**src/rtl/irq_bank_pkg.sv**
```systemverilog
package irq_bank_pkg;
  localparam int unsigned OFF_ENABLE  = 'h08;
  localparam int unsigned OFF_DISABLE = 'h0C;
  localparam int unsigned OFF_MASK    = 'h10;
  localparam int unsigned OFF_STATUS  = 'h14;
  localparam int unsigned OFF_CHAN    = 'h2C;

  typedef enum logic [2:0] {
    SEL_NONE,
    SEL_ENABLE,
    SEL_DISABLE,
    SEL_MASK,
    SEL_STATUS,
    SEL_CHAN
  } reg_sel_e;
endpackage

```
**src/rtl/irq_mask_bank.sv**
```systemverilog
module irq_mask_bank #(
  parameter int unsigned NUM_EVT = 9
) (
  input  logic               clk,
  input  logic               rst,
  input  logic [NUM_EVT-1:0] set_vec,
  input  logic [NUM_EVT-1:0] clr_vec,
  output logic [NUM_EVT-1:0] mask_q
);
  always_ff @(posedge clk) begin
    if (rst) mask_q <= '0;
    else     mask_q <= (mask_q | set_vec) & ~clr_vec;
  end

  // every bit requested by the enable path reads back as set
  p_set_r2: assert property (@(posedge clk) disable iff (rst)
    (set_vec != '0 && clr_vec == '0) |=> ((mask_q & $past(set_vec)) == $past(set_vec)));

  // every bit requested by the disable path reads back as clear
  p_clr_r3: assert property (@(posedge clk) disable iff (rst)
    (clr_vec != '0) |=> ((mask_q & $past(clr_vec)) == '0));

  // with no request the mask holds its value
  p_hold_r5: assert property (@(posedge clk) disable iff (rst)
    (set_vec == '0 && clr_vec == '0) |=> $stable(mask_q));
endmodule

```
**src/rtl/irq_sticky_status.sv**
```systemverilog
module irq_sticky_status #(
  parameter int unsigned NUM_EVT = 9
) (
  input  logic               clk,
  input  logic               rst,
  input  logic [NUM_EVT-1:0] evt_in,
  input  logic [NUM_EVT-1:0] w1c_vec,
  output logic [NUM_EVT-1:0] stat_q
);
  for (genvar i = 0; i < NUM_EVT; i++) begin : g_bit
    always_ff @(posedge clk) begin
      if (rst)            stat_q[i] <= 1'b0;
      else if (evt_in[i]) stat_q[i] <= 1'b1;
      else if (w1c_vec[i]) stat_q[i] <= 1'b0;
    end
  end

  // an event always leaves its bit set, even under a clear
  p_latch_r6: assert property (@(posedge clk) disable iff (rst)
    (evt_in != '0) |=> ((stat_q & $past(evt_in)) == $past(evt_in)));

  // cleared bits without a competing event read back as zero
  p_w1c_r7: assert property (@(posedge clk) disable iff (rst)
    ((w1c_vec & ~evt_in) != '0) |=> ((stat_q & $past(w1c_vec & ~evt_in)) == '0));

  // with no event and no clear the status is stable
  p_sticky_r6: assert property (@(posedge clk) disable iff (rst)
    (evt_in == '0 && w1c_vec == '0) |=> $stable(stat_q));
endmodule

```
**src/rtl/irq_read_port.sv**
```systemverilog
module irq_read_port
  import irq_bank_pkg::*;
#(
  parameter int unsigned NUM_EVT  = 9,
  parameter int unsigned DATA_W   = 32,
  parameter int unsigned CHAN_VIS = 'h1B
) (
  input  logic               clk,
  input  logic               rst,
  input  logic               rd_en,
  input  reg_sel_e           sel,
  input  logic [NUM_EVT-1:0] mask_q,
  input  logic [NUM_EVT-1:0] stat_q,
  input  logic [NUM_EVT-1:0] lvl_in,
  output logic [DATA_W-1:0]  rd_data
);
  logic [NUM_EVT-1:0] chan_view;
  logic [DATA_W-1:0]  rd_d;

  for (genvar i = 0; i < NUM_EVT; i++) begin : g_chan
    if (CHAN_VIS[i]) begin : g_vis
      assign chan_view[i] = lvl_in[i];
    end else begin : g_hid
      assign chan_view[i] = 1'b0;
    end
  end

  always_comb begin
    rd_d = '0;
    case (sel)
      SEL_MASK:   rd_d[NUM_EVT-1:0] = mask_q;
      SEL_STATUS: rd_d[NUM_EVT-1:0] = stat_q;
      SEL_CHAN:   rd_d[NUM_EVT-1:0] = chan_view;
      default:    rd_d = '0;
    endcase
  end

  always_ff @(posedge clk) begin
    if (rst)        rd_data <= '0;
    else if (rd_en) rd_data <= rd_d;
  end

  // the write-only registers always read back as zero
  p_rd_zero_r4: assert property (@(posedge clk) disable iff (rst)
    (rd_en && (sel == SEL_ENABLE || sel == SEL_DISABLE)) |=> (rd_data == '0));
endmodule

```
**src/rtl/uart_irq_bank.sv**
```systemverilog
module uart_irq_bank
  import irq_bank_pkg::*;
#(
  parameter int unsigned NUM_EVT  = 9,
  parameter int unsigned ADDR_W   = 6,
  parameter int unsigned DATA_W   = 32,
  parameter int unsigned CHAN_VIS = 'h1B
) (
  input  logic               clk,
  input  logic               rst,
  input  logic               wr_en,
  input  logic               rd_en,
  input  logic [ADDR_W-1:0]  addr,
  input  logic [DATA_W-1:0]  wr_data,
  output logic [DATA_W-1:0]  rd_data,
  input  logic [NUM_EVT-1:0] evt_in,
  input  logic [NUM_EVT-1:0] lvl_in,
  output logic               irq
);
  localparam int unsigned HI_W = DATA_W - NUM_EVT;

  reg_sel_e           sel;
  logic [NUM_EVT-1:0] wbits;
  logic [NUM_EVT-1:0] set_vec, clr_vec, w1c_vec;
  logic [NUM_EVT-1:0] mask_q, stat_q;
  logic               unused_hi;

  assign wbits     = wr_data[NUM_EVT-1:0];
  assign unused_hi = ^wr_data[DATA_W-1:DATA_W-HI_W];

  always_comb begin
    sel = SEL_NONE;
    if      (addr == ADDR_W'(OFF_ENABLE))  sel = SEL_ENABLE;
    else if (addr == ADDR_W'(OFF_DISABLE)) sel = SEL_DISABLE;
    else if (addr == ADDR_W'(OFF_MASK))    sel = SEL_MASK;
    else if (addr == ADDR_W'(OFF_STATUS))  sel = SEL_STATUS;
    else if (addr == ADDR_W'(OFF_CHAN))    sel = SEL_CHAN;
  end

  assign set_vec = (wr_en && sel == SEL_ENABLE)  ? wbits : '0;
  assign clr_vec = (wr_en && sel == SEL_DISABLE) ? wbits : '0;
  assign w1c_vec = (wr_en && sel == SEL_STATUS)  ? wbits : '0;

  irq_mask_bank #(.NUM_EVT(NUM_EVT)) mask_i (
    .clk(clk), .rst(rst), .set_vec(set_vec), .clr_vec(clr_vec), .mask_q(mask_q)
  );

  irq_sticky_status #(.NUM_EVT(NUM_EVT)) stat_i (
    .clk(clk), .rst(rst), .evt_in(evt_in), .w1c_vec(w1c_vec), .stat_q(stat_q)
  );

  irq_read_port #(.NUM_EVT(NUM_EVT), .DATA_W(DATA_W), .CHAN_VIS(CHAN_VIS)) rd_i (
    .clk(clk), .rst(rst), .rd_en(rd_en), .sel(sel), .mask_q(mask_q),
    .stat_q(stat_q), .lvl_in(lvl_in), .rd_data(rd_data)
  );

  always_ff @(posedge clk) begin
    if (rst) irq <= 1'b0;
    else     irq <= |(stat_q & mask_q);
  end

  // a pending unmasked event raises the line one cycle later
  p_irq_up_r9: assert property (@(posedge clk) disable iff (rst)
    ((stat_q & mask_q) != '0) |=> irq);

  // with nothing pending and unmasked the line drops one cycle later
  p_irq_dn_r9: assert property (@(posedge clk) disable iff (rst)
    ((stat_q & mask_q) == '0) |=> !irq);
endmodule

```
**config.mk**
```make
export PLATFORM = sky130hd
export DESIGN_NAME = uart_irq_bank
export DESIGN_NICKNAME = d
export VERILOG_FILES = /design/src/rtl/irq_bank_pkg.sv /design/src/rtl/irq_mask_bank.sv /design/src/rtl/irq_sticky_status.sv /design/src/rtl/irq_read_port.sv /design/src/rtl/uart_irq_bank.sv
export SDC_FILE = /design/constraint.sdc
export NUM_CORES = 1
export LEC_CHECK = 0
export BUFFER_PORTS_ARGS = -buffer_cell sky130_fd_sc_hd__clkbuf_2
export CAP_MARGIN = 0
export CORE_MARGIN = 4
export CORE_UTILIZATION = 40
export CTS_BUF_LIST = sky130_fd_sc_hd__clkbuf_2 sky130_fd_sc_hd__clkbuf_4 sky130_fd_sc_hd__clkbuf_8
export DETAILED_ROUTE_END_ITERATION = 8
export HOLD_SLACK_MARGIN = 0.02
export PLACE_DENSITY = 0.78
export SETUP_SLACK_MARGIN = 0.02
export SLEW_MARGIN = 20
export SYNTH_ARGS = -nofsm -noshare
export SYNTH_HDL_FRONTEND = slang
export SYNTH_SLANG_ARGS = --single-unit
```
**constraint.sdc**
```tcl
create_clock -name clk -period 1.74 [get_ports clk]
set_input_delay 0.348 -clock clk [delete_from_list [all_inputs] [get_ports clk]]
set_output_delay 0.348 -clock clk [all_outputs]
set_load 0.1 [all_outputs]
```
==> results.txt <==
----------------------------------------------------
[STA]
  Worst relative slew slack ... 0.610
  Unrepaired setup endpoints after global routing ... no
  Max-slew violation total from the final report ... 0
  Number of hold violations in the final report ... 0
  Maximum clock skew at final layout ... 2.79 ps
  Final period util ... 0.924
  Maximum clock frequency ... approximately 0.62 GHz
  Transition at the pin with the smallest max-transition slack ... 585 ps
  Final critical path time including I/O delays and setup ... 1610 ps
  Tightest hold margin ... 274 ps
  Final setup vio count ... 0
  Setup ws final ... 133 ps

[Synthesis]
  Most used DFF post-synth ... sky130_fd_sc_hd__dfxtp_1
  Post-synthesis sequential element count ... 28
  EDFF count, synth ... 0
  Post-synthesis instance area ... 0.00154 mm2
  Leading post-synthesis cells by instance count ... sky130_fd_sc_hd__dfxtp_1 (28), sky130_fd_sc_hd__buf_4 (23), sky130_fd_sc_hd__a21oi_1 (18)
  Fraction of the mapped netlist area in simple logic gates ... 0.195
  Proportion of synthesized chip area in sequential cells ... 0.364
  Synth area leader ... sky130_fd_sc_hd__dfxtp_1
  Multiplexer share of the synthesized area ... 0.0658
  Yosys warning total ... 0
  Compound-gate portion of the synthesized area ... 0.201
  Async set-reset flop share out of synthesis ... 0
  Adder-cell area share of the yosys netlist ... 0
  Post-Synthesis Mean Instance Area ... 8.60 um2
  Library cell with the highest instance count after synthesis ... sky130_fd_sc_hd__dfxtp_1
  Mapped Cells ... 179
  Area fraction of the dominant cell type after synthesis ... 0.364
  Synth area leaders ... sky130_fd_sc_hd__dfxtp_1 (36%), sky130_fd_sc_hd__buf_4 (11%), sky130_fd_sc_hd__mux2_1 (6.6%), sky130_fd_sc_hd__a21oi_1 (5.8%), sky130_fd_sc_hd__a311oi_1 (5.1%)
  Distinct cell type count after synthesis ... 32
  Synth Area in XOR/XNOR ... 0
  Largest family of logic cells by synthesized area ... compound AO/OA/AOI/OAI gates

[Min path]
  Hold wc startpoint ... wr_data[3]
  Cell depth of the worst hold path ... 2
  Worst-case hold path end point ... stat_i.stat_q[3]
  Hold/Removal Path Class ... primary input to flop

[Worst setup path]
  Cells on worst reg2reg path ... 3
  Peak fanout along the critical path ... 18
  Endpoint of the lowest-slack register-to-register path ... irq
  Cell depth of the worst setup path ... 5
  Number of buffer and inverter instances along the worst setup path ... 2
  Internal reg-to-reg setup slack ... 670 ps
  Slowest cell delay on critical path ... 530 ps
  Worst Setup End Kind ... flop
  Cell family with the largest share of critical-path delay ... simple AND/OR/NAND/NOR gates
  Reg-to-Reg Start ... mask_i.mask_q[5]
  Worst endpoint data arrival time ... 1800 ps
  CP Cell Sequence ... clkbuf_2 > or4b_1 > buf_4 > or4_1 > a21oi_1
  Worst setup path category ... primary input to flop
  Required time of the critical path ... between 1500 and 2000 ps
  Cell at the slowest stage of the critical path ... sky130_fd_sc_hd__or4b_1
  Critical Path Source Type ... primary input

[Floorplan]
  Row count ... 22
  Total I/O pin count ... 93
  Die outline height ... 70.1 um
  Chip Width ... 70.1 um
  Area of the die ... 0.00491 mm2
  Initial core utilization ... 0.418
  Core box area ... 0.00369 mm2

[Detailed routing]
  Detailed-route wire length ... 3580 um
  DRC violations left ... 0
  TritonRoute pass-1 iters ... 4
  DR vias/cell ... approximately 5.2
  Final antenna-violating net count ... 0
  Routed len/inst ... 13.3 um
  Via count ... 1399
  First-iteration detailed-routing DRC count ... 63

[Status]
  Run status ... completed

[Global route]
  Total congestion overflow after global routing ... 0
  Number of antenna violations at the first check in global routing ... 0
  Via count of the first global-routing pass ... 1312
  Overall global routing resource usage ... 0.144
  Wire length of the first global-routing pass ... 5800 um
  Pin count of the biggest net entering global routing ... 29

[Clocking]
  Number of resized instances in the post-cts repair step ... 0
  CTS Buffer Depth ... 2
  Post-CTS setup-driven buffer insertion count ... 0
  # hold bufs at CTS ... 0
  Clock tree from TritonCTS ... built
  Clock transition time at the flip-flop clock pins of the worst setup and hold paths ... about 90 ps
  Number of sinks handled by clock tree synthesis ... 28
  TritonCTS Buffers ... 3
  Worst skew pair latency ... 270 ps
  Count of H-tree levels built during CTS ... 1
  Clock root buffer master ... sky130_fd_sc_hd__clkbuf_8

[Power]
  Power Density ... 804 mW/mm2
  Highest ir drop seen on vdd ... 438 uV
  Leakage power ... 0.778 nW

[Placed design]
  Final Wtd Congestion ... 0.751
  Placement-stage worst setup slack ... -141 ps
  Dpl hpwl ... 2640 um
  Count of port buffers added during placement ... just over 40

[Final layout]
  Area growth from synthesis to final layout ... 16.6%
  Number of antenna repair diodes ... 0
  Share of cells above drive strength 1 ... 0.258
  Layout filler cell count ... 381
  Final net count ... 282
  Final core utilization ... 0.487

[Flow run]
  Total of max-cap violations ... 0

----------------------------------------------------
per-layer routing:
metal | GRT usage | vias to the layer above | share of wire
li1 | - | 698 | -
met1 | 0.177 | 666 | 0.44
met2 | 0.249 | 33 | 0.50
met3 | 0.0302 | 2 | 0.054
met4 | 0.0447 | 0 | 0.0053
met5 | 0 | - | 0
worst reg2reg max path, cell delays in order (launching register included):
cell                       delay (ps)
sky130_fd_sc_hd__dfxtp_1          340
sky130_fd_sc_hd__a22o_1           230
sky130_fd_sc_hd__a221oi_1         240
sky130_fd_sc_hd__a31oi_1          130
flip-flops by register name, summed over array words and instances, names as in the netlist:
| signal | cells |
|---|---|
| mask_i.mask_q | 9 |
| irq | 1 |
| rd_i.rd_data | 9 |
| stat_i.stat_q | 9 |
how the worst max path moves through the flow:
| stage | start | endpoint | slack [ps] |
|---|---|---|---|
| floorplan | addr[4] | mask_i.mask_q[4] | 90 |
| global placement | addr[4] | mask_i.mask_q[1] | -110 |
| detailed placement | addr[4] | mask_i.mask_q[3] | -140 |
| CTS | addr[4] | mask_i.mask_q[1] | 140 |
| global route | addr[4] | mask_i.mask_q[2] | 80 |
| finish | addr[4] | mask_i.mask_q[1] | 130 |
cells in the final DEF (no fill, tap or decap), drive strengths merged, types with 4 or more instances in the layout:
cell	count
clkbuf	45
dfxtp	28
conb	23
a21oi	18
buf	11
mux2	9
nand4	9
inv	9
nor2	9
a311oi	9
nand2	8
or4	8
o31ai	8
nor2b	5
nand2b	5
a41oi	4
kinds of logic after synthesis:
logic type	Yosys count
compound gates	45
flops	28
other cells	1
simple gates	51
buf+inv	45
mux	9
report_power, final:
group / leakage [nW] / total [mW] / switching, mW / internal (mW)
clock network: 0.0288 / 0.401 / 0.199 / 0.203
logic: 0.521 / 0.372 / 0.304 / 0.0678
registers: 0.229 / 0.670 / 0.0129 / 0.657
area by class of cell:
class                   count  area [um2]  share of cell area
repair buffers             52         288               0.160
well taps                  48        60.1              0.0334
flip-flops and latches     28         561               0.312
multi-input cells         128         798               0.445
inverters                   9        33.8              0.0188
clock buffers               4        55.1              0.0307
metrics by stage:
step | instance area, um2 | cells | TNS, ps | power (mW)
after CTS | 1800 | 269 | 0 | 1.46
final | 1800 | 269 | 0 | 1.44
after detailed placement | 1740 | 265 | -1010 | 1.06
after floorplan | 1620 | 201 | 0 | 1.02
after global placement | 1740 | 265 | -814 | 1.05
after global routing | 1800 | 269 | 0 | 1.50
No activity file was read; power rests on OpenSTA's default activity.
